<file path="config.mk">
export PLATFORM = sky130hd
export DESIGN_NAME = tmr_wdog_core
export DESIGN_NICKNAME = d
export VERILOG_FILES = /design/src/rtl/tw_pkg.sv /design/src/rtl/tw_tick_gen.sv /design/src/rtl/tw_prescaler.sv /design/src/rtl/tw_timer.sv /design/src/rtl/tw_watchdog.sv /design/src/rtl/tmr_wdog_core.sv
export SDC_FILE = /design/constraint.sdc
export NUM_CORES = 1
export LEC_CHECK = 0
export CAP_MARGIN = 0
export CORE_ASPECT_RATIO = 0.75
export CORE_MARGIN = 5
export CORE_UTILIZATION = 52
export DETAILED_ROUTE_END_ITERATION = 10
export PLACE_DENSITY = 0.8
export SLEW_MARGIN = 20
export SYNTH_ARGS = -nofsm -noshare
export SYNTH_HDL_FRONTEND = slang
export SYNTH_SLANG_ARGS = --single-unit
</file>
<file path="constraint.sdc">
create_clock -name clk -period 3.1 [get_ports clk]
set_input_delay 0.62 -clock clk [delete_from_list [all_inputs] [get_ports clk]]
set_output_delay 0.62 -clock clk [all_outputs]
set_load 0.05 [all_outputs]
</file>
<file path="src/rtl/tw_pkg.sv">
package tw_pkg;

  // Which counter receives the divided tick
  typedef enum logic {
    PS_TO_TMR = 1'b0,
    PS_TO_WDG = 1'b1
  } ps_owner_e;

endpackage

</file>
<file path="src/rtl/tw_tick_gen.sv">
module tw_tick_gen #(
  parameter int SYNC_N = 2
) (
  input  logic clk,
  input  logic rst_n,
  input  logic div4,
  input  logic src_ext,
  input  logic edge_fall,
  input  logic pin,
  output logic src_tick
);

  logic [1:0]      phase_q, phase_d;
  logic [SYNC_N:0] sync_q, sync_d;
  logic            int_tick;
  logic            pin_rise, pin_fall, ext_tick;

  // free-running phase counter for the internal instruction tick
  always_comb begin
    phase_d = phase_q + 2'd1;
  end

  // synchronizer chain plus one extra stage for edge detection
  always_comb begin
    sync_d = {sync_q[SYNC_N-1:0], pin};
  end

  always_ff @(posedge clk or negedge rst_n) begin
    if (!rst_n) begin
      phase_q <= '0;
      sync_q  <= '0;
    end else begin
      phase_q <= phase_d;
      sync_q  <= sync_d;
    end
  end

  always_comb begin
    int_tick = div4 ? (phase_q == 2'b11) : phase_q[0];
    pin_rise = sync_q[SYNC_N-1] & ~sync_q[SYNC_N];
    pin_fall = ~sync_q[SYNC_N-1] & sync_q[SYNC_N];
    ext_tick = edge_fall ? pin_fall : pin_rise;
    src_tick = src_ext ? ext_tick : int_tick;
  end

endmodule

</file>
<file path="src/rtl/tw_prescaler.sv">
module tw_prescaler
  import tw_pkg::*;
#(
  parameter int PS_W  = 8,
  parameter int SEL_W = 3
) (
  input  logic             clk,
  input  logic             rst_n,
  input  logic             in_tick,
  input  logic             clr,
  input  ps_owner_e        owner,
  input  logic [SEL_W-1:0] ratio,
  output logic             out_tick
);

  logic [PS_W-1:0] cnt_q, cnt_d;
  logic [PS_W:0]   stage_full;
  logic [SEL_W:0]  stage_idx;

  // stage_full[k]: the low k bits are all ones, so the next tick carries out of bit k-1
  genvar k;
  generate
    for (k = 0; k <= PS_W; k++) begin : g_stage
      if (k == 0) begin : g_pass
        assign stage_full[k] = 1'b1;
      end else begin : g_and
        assign stage_full[k] = &cnt_q[k-1:0];
      end
    end
  endgenerate

  // the timer skips the undivided stage, the watchdog may use it
  always_comb begin
    if (owner == PS_TO_TMR) begin
      stage_idx = {1'b0, ratio} + {{SEL_W{1'b0}}, 1'b1};
    end else begin
      stage_idx = {1'b0, ratio};
    end
    out_tick = in_tick & stage_full[stage_idx];
  end

  always_comb begin
    cnt_d = cnt_q;
    if (clr) begin
      cnt_d = '0;
    end else if (in_tick) begin
      cnt_d = cnt_q + {{(PS_W-1){1'b0}}, 1'b1};
    end
  end

  always_ff @(posedge clk or negedge rst_n) begin
    if (!rst_n) begin
      cnt_q <= '0;
    end else begin
      cnt_q <= cnt_d;
    end
  end

endmodule

</file>
<file path="src/rtl/tw_timer.sv">
module tw_timer #(
  parameter int W = 8
) (
  input  logic         clk,
  input  logic         rst_n,
  input  logic         tick,
  input  logic         wr,
  input  logic [W-1:0] wdata,
  input  logic         irq_clr,
  output logic [W-1:0] value,
  output logic         irq
);

  localparam logic [W-1:0] TOP = '1;

  logic [W-1:0] val_q, val_d;
  logic         irq_q, irq_d;
  logic         wrap;

  always_comb begin
    wrap  = tick & ~wr & (val_q == TOP);
    val_d = val_q;
    if (wr) begin
      val_d = wdata;
    end else if (tick) begin
      val_d = val_q + {{(W-1){1'b0}}, 1'b1};
    end
    // a new overflow wins over a clear in the same cycle
    irq_d = irq_q;
    if (wrap) begin
      irq_d = 1'b1;
    end else if (irq_clr) begin
      irq_d = 1'b0;
    end
  end

  always_ff @(posedge clk or negedge rst_n) begin
    if (!rst_n) begin
      val_q <= '0;
      irq_q <= 1'b0;
    end else begin
      val_q <= val_d;
      irq_q <= irq_d;
    end
  end

  assign value = val_q;
  assign irq   = irq_q;

endmodule

</file>
<file path="src/rtl/tw_watchdog.sv">
module tw_watchdog #(
  parameter int W = 8
) (
  input  logic clk,
  input  logic rst_n,
  input  logic tick,
  input  logic en,
  input  logic clr,
  output logic expire,
  output logic rst_pulse
);

  localparam logic [W-1:0] TOP = '1;

  logic [W-1:0] cnt_q, cnt_d;
  logic         pulse_q, pulse_d;

  always_comb begin
    expire = en & tick & ~clr & (cnt_q == TOP);
    cnt_d  = cnt_q;
    if (clr || !en) begin
      cnt_d = '0;
    end else if (tick) begin
      cnt_d = cnt_q + {{(W-1){1'b0}}, 1'b1};
    end
    pulse_d = expire;
  end

  always_ff @(posedge clk or negedge rst_n) begin
    if (!rst_n) begin
      cnt_q   <= '0;
      pulse_q <= 1'b0;
    end else begin
      cnt_q   <= cnt_d;
      pulse_q <= pulse_d;
    end
  end

  assign rst_pulse = pulse_q;

endmodule

</file>
<file path="src/rtl/tmr_wdog_core.sv">
module tmr_wdog_core
  import tw_pkg::*;
#(
  parameter int TMR_W  = 8,
  parameter int PS_W   = 8,
  parameter int WDOG_W = 8,
  parameter int SYNC_N = 2
) (
  input  logic                     clk,
  input  logic                     rst_n,
  input  logic                     cfg_div4,
  input  logic                     cfg_src_ext,
  input  logic                     cfg_edge_fall,
  input  logic                     cfg_ps_owner,
  input  logic [$clog2(PS_W)-1:0]  cfg_ratio,
  input  logic                     wdog_en,
  input  logic                     ext_pin,
  input  logic                     slow_tick,
  input  logic                     bus_wr,
  input  logic [TMR_W-1:0]         bus_wdata,
  input  logic                     wdog_clr,
  input  logic                     sleep_stb,
  input  logic                     irq_clr,
  output logic [TMR_W-1:0]         tmr_value,
  output logic                     irq_flag,
  output logic                     wdog_rst
);

  localparam int SEL_W = $clog2(PS_W);

  ps_owner_e owner;
  logic      src_tick;
  logic      ps_in, ps_out, ps_clr;
  logic      tmr_tick, wd_tick, wd_clr, wd_expire;

  assign owner = ps_owner_e'(cfg_ps_owner);

  tw_tick_gen #(.SYNC_N(SYNC_N)) u_tick (
    .clk       (clk),
    .rst_n     (rst_n),
    .div4      (cfg_div4),
    .src_ext   (cfg_src_ext),
    .edge_fall (cfg_edge_fall),
    .pin       (ext_pin),
    .src_tick  (src_tick)
  );

  // routing around the shared prescaler
  always_comb begin
    wd_clr = wdog_clr | sleep_stb;
    if (owner == PS_TO_TMR) begin
      ps_in    = src_tick;
      ps_clr   = bus_wr;
      tmr_tick = ps_out;
      wd_tick  = slow_tick;
    end else begin
      ps_in    = slow_tick;
      ps_clr   = wd_clr | wd_expire;
      tmr_tick = src_tick;
      wd_tick  = ps_out;
    end
  end

  tw_prescaler #(.PS_W(PS_W), .SEL_W(SEL_W)) u_ps (
    .clk      (clk),
    .rst_n    (rst_n),
    .in_tick  (ps_in),
    .clr      (ps_clr),
    .owner    (owner),
    .ratio    (cfg_ratio),
    .out_tick (ps_out)
  );

  tw_timer #(.W(TMR_W)) u_tmr (
    .clk     (clk),
    .rst_n   (rst_n),
    .tick    (tmr_tick),
    .wr      (bus_wr),
    .wdata   (bus_wdata),
    .irq_clr (irq_clr),
    .value   (tmr_value),
    .irq     (irq_flag)
  );

  tw_watchdog #(.W(WDOG_W)) u_wdg (
    .clk       (clk),
    .rst_n     (rst_n),
    .tick      (wd_tick),
    .en        (wdog_en),
    .clr       (wd_clr),
    .expire    (wd_expire),
    .rst_pulse (wdog_rst)
  );

endmodule

</file>
After elaboration in Yosys (flattened, before gate mapping)

Cells that the tools add are included.

Output and inout bits: 10
Bits in registers: 31
Input bits: 24

Mux-type cells: 18
$lt $le $gt $ge: 1
Equality and inequality tests: 3
Bitwise operators: 14
Reduce and logical (&&, ||, !) cells: 13
Add/sub/neg operators: 5

Operator list:

| operator                                                             | number |
|---|---|
| 8-bit 2-to-1 mux                                                     | 6 |
| 8-bit by 1-bit adder with 8-bit output, second input constant        | 3 |
| 8-bit equality test, second input constant                           | 2 |
| 1-bit 2-to-1 mux                                                     | 10 |
| 1-bit bitwise AND                                                    | 8 |
| 8-bit AND reduction                                                  | 1 |
| 2-bit nonzero test                                                   | 4 |
| 7-bit AND reduction                                                  | 1 |
| 6-bit AND reduction                                                  | 1 |
| 4-bit by 5-bit < comparator with 1-bit output, second input constant | 1 |
| 5-bit AND reduction                                                  | 1 |
| 3-bit by 1-bit adder with 4-bit output, second input constant        | 1 |
| 1-bit binary-select mux with 4-bit select                            | 1 |
| 4-bit 2-to-1 mux                                                     | 1 |
| 1-bit NOT                                                            | 4 |
| 4-bit AND reduction                                                  | 1 |
| 3-bit AND reduction                                                  | 1 |
| 2-bit by 1-bit adder with 2-bit output, second input constant        | 1 |
| 2-bit equality test, second input constant                           | 1 |
| 1-bit OR                                                             | 2 |
| 2-bit AND reduction                                                  | 1 |
| 1-bit zero test                                                      | 1 |
| 1-bit logical OR                                                     | 1 |

Depth between registers and ports, before layout

Depth after elaboration: 13
Depth in mapped cells: 9
Gate-level depth less buffers: 8

Cells and area by module

From an unflattened synthesis, not the netlist that was laid out.

Cell total of the unflattened synthesis: 189
Area, all modules: 1814.2 um^2

By module, submodules not included:

| module        | area an instance (um^2) | cells an instance | times used |
|---|---|---|---|
| tw_prescaler  | 661.9                   | 76                | 1 |
| tw_timer      | 485.5                   | 54                | 1 |
| tw_watchdog   | 429.2                   | 41                | 1 |
| tw_tick_gen   | 183.9                   | 11                | 1 |
| tmr_wdog_core | 53.8                    | 7                 | 1 |

Worst setup path before layout

No wires, ideal clock.

Path kind: in2reg
Start point: input port cfg_ratio[0]
End point: register u_tmr.val_q[7], in the netlist u_tmr.value[7]
Data required time: 2.976 ns
Data arrival time: 2.192 ns
Slack: 0.784 ns
Stages on the path: 6
Path buffers: 0
Path through: ha_1 mux2i_1 mux2i_2 a221oi_2 o311a_1 a211o_1

Cells in the longest elaborated chain, start to end: 7

RTL lines:

| what                                        | RTL line            | text |
|---|---|---|
| start, declared                             | tmr_wdog_core.sv:15 | `input logic [$clog2(PS_W)-1:0] cfg_ratio,` |
| 3-bit by 1-bit adder with 4-bit output      | tw_prescaler.sv:35  | `stage_idx = {1'b0, ratio} + {{SEL_W{1'b0}}, 1'b1};` |
| 4-bit 2-to-1 mux *                          | tw_prescaler.sv:34  | `if (owner == PS_TO_TMR) begin` |
| 1-bit binary-select mux with 4-bit select * | tw_prescaler.sv:39  | `out_tick = in_tick & stage_full[stage_idx];` |
| 1-bit 2-to-1 mux (not written as such) *    | tw_prescaler.sv:39  |  |
| 1-bit bitwise AND *                         | tw_prescaler.sv:39  |  |
| 1-bit 2-to-1 mux *                          | tmr_wdog_core.sv:51 | `if (owner == PS_TO_TMR) begin` |
| 2-bit nonzero test (no line) *              | --                  |  |
| end signal, assigned                        | tw_timer.sv:42      | `val_q <= val_d;` |
| end, declared                               | tw_timer.sv:16      | `logic [W-1:0] val_q, val_d;` |

Every way passes the cells marked *; elsewhere a longest branch is shown, timed or not. The select of a mux whose other input is x is not followed.
A chain may end at the register's enable or synchronous reset.

Final worst setup path

Start point: input port cfg_ratio[0]
End point: register u_tmr.val_q[6], in the netlist u_tmr.value[6]

The elaborated chain is that of the path after synthesis.

==> results.json <==
{
  "crit_buf_inv": 2,
  "reg2reg_depth": 8,
  "drtAntennaViolNets": 0,
  "synth_top_area_share": 0.419,
  "ys_types": 46,
  "r2r_slack_ns": 0.59,
  "cts_resized": 0,
  "grt_start_max_net_pins": 32,
  "drive_gt1_frac": 0.101,
  "crit_arrival_ns": 2.99,
  "path_cells": "clkdlybuf4s50_1 -> ha_1 -> mux2i_1 -> mux2i_2 -> a221oi_2 -> buf_4 -> or4_1 -> a31oi_1",
  "yosys_warnings": 0,
  "synth_compound_area_frac": 0.175,
  "worst_slew_pin_slew_ns": 0.560,
  "synth_fa_ha_area_frac": 0.0473,
  "die_y_um": 61.7,
  "synth_mux_area_frac": 0.0581,
  "syn_to_final_growth_pct": 26.0,
  "start_util": 0.551,
  "finalNetCount": 267,
  "synth_edf_count": 0,
  "synth.most_common_cell": "dfrtp_1",
  "synth_seq_cells": 31,
  "fmax_ghz": 0.358,
  "grt_pass1_vias": 1582,
  "core_um2": 3360,
  "crit_required_ns": 3.29,
  "fin_crit_ns": 2.80,
  "hold_buffers": 0,
  "start_kind": "primary input",
  "irDropWorstVdd_v": 0.000328,
  "dp_hpwl_um": 3220,
  "cts_buffers": 5,
  "min_period_over_period": 0.902,
  "syn_nets": 226,
  "cts-root-buf": "clkbuf_8",
  "synthTopCellsByArea": "dfrtp_1 (42%), ha_1 (4.7%), mux2i_1 (4.3%)",
  "clock_sinks": 31,
  "tns_ns": 0,
  "relSlewSlack": 0.619,
  "r2r-end": "u_tmr.value[6]$_DFFE_PN0P_",
  "post_cts_buffers": 0,
  "n_antenna_cell": 0,
  "cts.clk_slew.worst_paths_ns": 0.07,
  "groute.usage.overall": 0.189,
  "die_x_um": 78.9,
  "end_kind": "register",
  "ys_seq_area_frac": 0.419,
  "clock_skew_ns": 0.00295,
  "worstSetupPathType": "primary input to register",
  "drt_iter0_drc": 97,
  "async_reset_ff_frac": 1.00,
  "slowest_delay_ns": 0.46,
  "min-delay-start": "u_tick.sync_q[0]$_DFF_PN0_",
  "synth.cells.most_frequent": "dfrtp_1 (31), nor2_1 (19), nand2_1 (15), o21ai_0 (15)",
  "place_congestion": 1.00,
  "power_uw": 951,
  "clockBufferDepth": 2,
  "routedWlPerCell_um": 15.1,
  "clkLatencyLatePin_ns": 0.28,
  "numPortBuffers": 33,
  "syn_avg_cell_area_um2": 9.49,
  "routed_wl_um": 4190,
  "io_pins": 34,
  "maxCapViolCount": 0,
  "grt_pass1_wl_um": 7040,
  "cts-htree-levels": 2,
  "synthFlopType": "dfrtp_1",
  "drtPass1Iterations": 5,
  "vias_per_cell": 6.02,
  "crit_slowest_cell": "or4_1",
  "holdPathStages": 0,
  "netlist_area_um2": 1850,
  "min_path_type": "register to register",
  "antenna_found_initial": 0,
  "synthesis.instances": 195,
  "dr_total_vias": 1667,
  "grt_overflow": 0,
  "dieArea_um2": 4860,
  "rsz0062_at_grt": "false",
  "synth-simple-area-share": 0.223,
  "synth_top_family_by_area": "simple AND/OR/NAND/NOR gates",
  "placementRows": 18,
  "hold_violations": 0,
  "synth_top_cell_by_area": "dfrtp_1",
  "drc_errors": 0,
  "final_max_slew_viol_count": 0,
  "reg2reg_from": "u_ps.cnt_q[0]$_DFFE_PN0P_",
  "cp_max_fo": 16,
  "cp_top_family": "buffers and inverters",
  "power.leakage_uw": 0.000962,
  "status": "completed",
  "finalSetupViolations": 0,
  "hold_end": "u_tick.sync_q[1]$_DFF_PN0_",
  "synth_xor_area_frac": 0.0372,
  "powerDensity_nw_per_um2": 408,
  "cts_tree": "built"
}
==> routing by layer <==
layer	routed length [µm]	vias to the layer above	global-route usage
met5	0	-	0
met4	48	0	0.0686
met3	246	9	0.0468
met2	2010	48	0.322
met1	1890	800	0.239
li1	-	810	-
==> stage by stage <==
stage	std cells	instance area [µm²]	setup WS (ns)	utilization	hold WS [ns]
2_1_floorplan	195	1850	0.784	-	0.324
3_3_place_gp	269	2240	0.167	0.669	0.338
3_5_place_dp	269	2240	0.0327	0.669	0.360
4_1_cts	277	2330	0.307	0.695	0.376
5_1_grt	277	2330	0.219	0.695	0.391
6_report	277	2330	0.303	0.695	0.381
==> sequential cells by signal, summed over array words and instances, names as in the netlist <==
register,cells
u_tmr.value,8
u_ps.cnt_q,8
u_tmr.irq,1
u_wdg.rst_pulse,1
u_tick.sync_q,3
u_tick.phase_q,2
u_wdg.cnt_q,8
==> how the worst max path moves through the flow <==
| stage | start | to | slack (ns) | cells past startpoint |
|---|---|---|---|---|
| after floorplan | cfg_ratio[0] | u_tmr.value[7]$_DFFE_PN0P_ | 0.78 | 6 |
| after global placement | cfg_ratio[0] | u_tmr.value[7]$_DFFE_PN0P_ | 0.17 | 8 |
| after detailed placement | cfg_ratio[0] | u_tmr.value[6]$_DFFE_PN0P_ | 0.03 | 8 |
| after CTS | cfg_ratio[0] | u_tmr.value[6]$_DFFE_PN0P_ | 0.31 | 8 |
| after global routing | cfg_ratio[0] | u_tmr.value[6]$_DFFE_PN0P_ | 0.22 | 8 |
| final | cfg_ratio[0] | u_tmr.value[6]$_DFFE_PN0P_ | 0.30 | 8 |
==> area by class of cell <==
type                    count  area (µm²)
well taps                  40        50.0
repair buffers             41         390
inverters                   7        26.3
multi-input cells         150        1000
fillers                   264        1020
flip-flops and latches     31         776
clock inverters             3        20.0
clock buffers               5        68.8
==> power breakdown <==
| part | internal, µW | total, µW | switching (µW) |
|---|---|---|---|
| clock network | 156 | 307 | 152 |
| registers | 419 | 435 | 16.4 |
| logic | 89.0 | 208 | 119 |
| total | 664 | 951 | 287 |
==> kinds of logic after synthesis <==
kind of cell / after synthesis
multiplexers: 10
AND/OR/NAND/NOR: 79
adder cells (fa/ha/maj): 7
buffers and inverters: 14
flip-flops: 31
XOR/XNOR: 7
AO/OA/AOI/OAI: 47
==> layout by cell type (no fill, tap or decap), drive strengths merged, types with 7 or more instances in the layout <==
cell type,instances
clkdlybuf4s50,33
dfrtp,31
nor2,19
nand2,15
o21ai,15
mux2i,10
nand3,9
or3,9
a21oi,8
buf,8
inv,7
a31oi,7
ha,7
No activity file was read; power rests on OpenSTA's default activity.
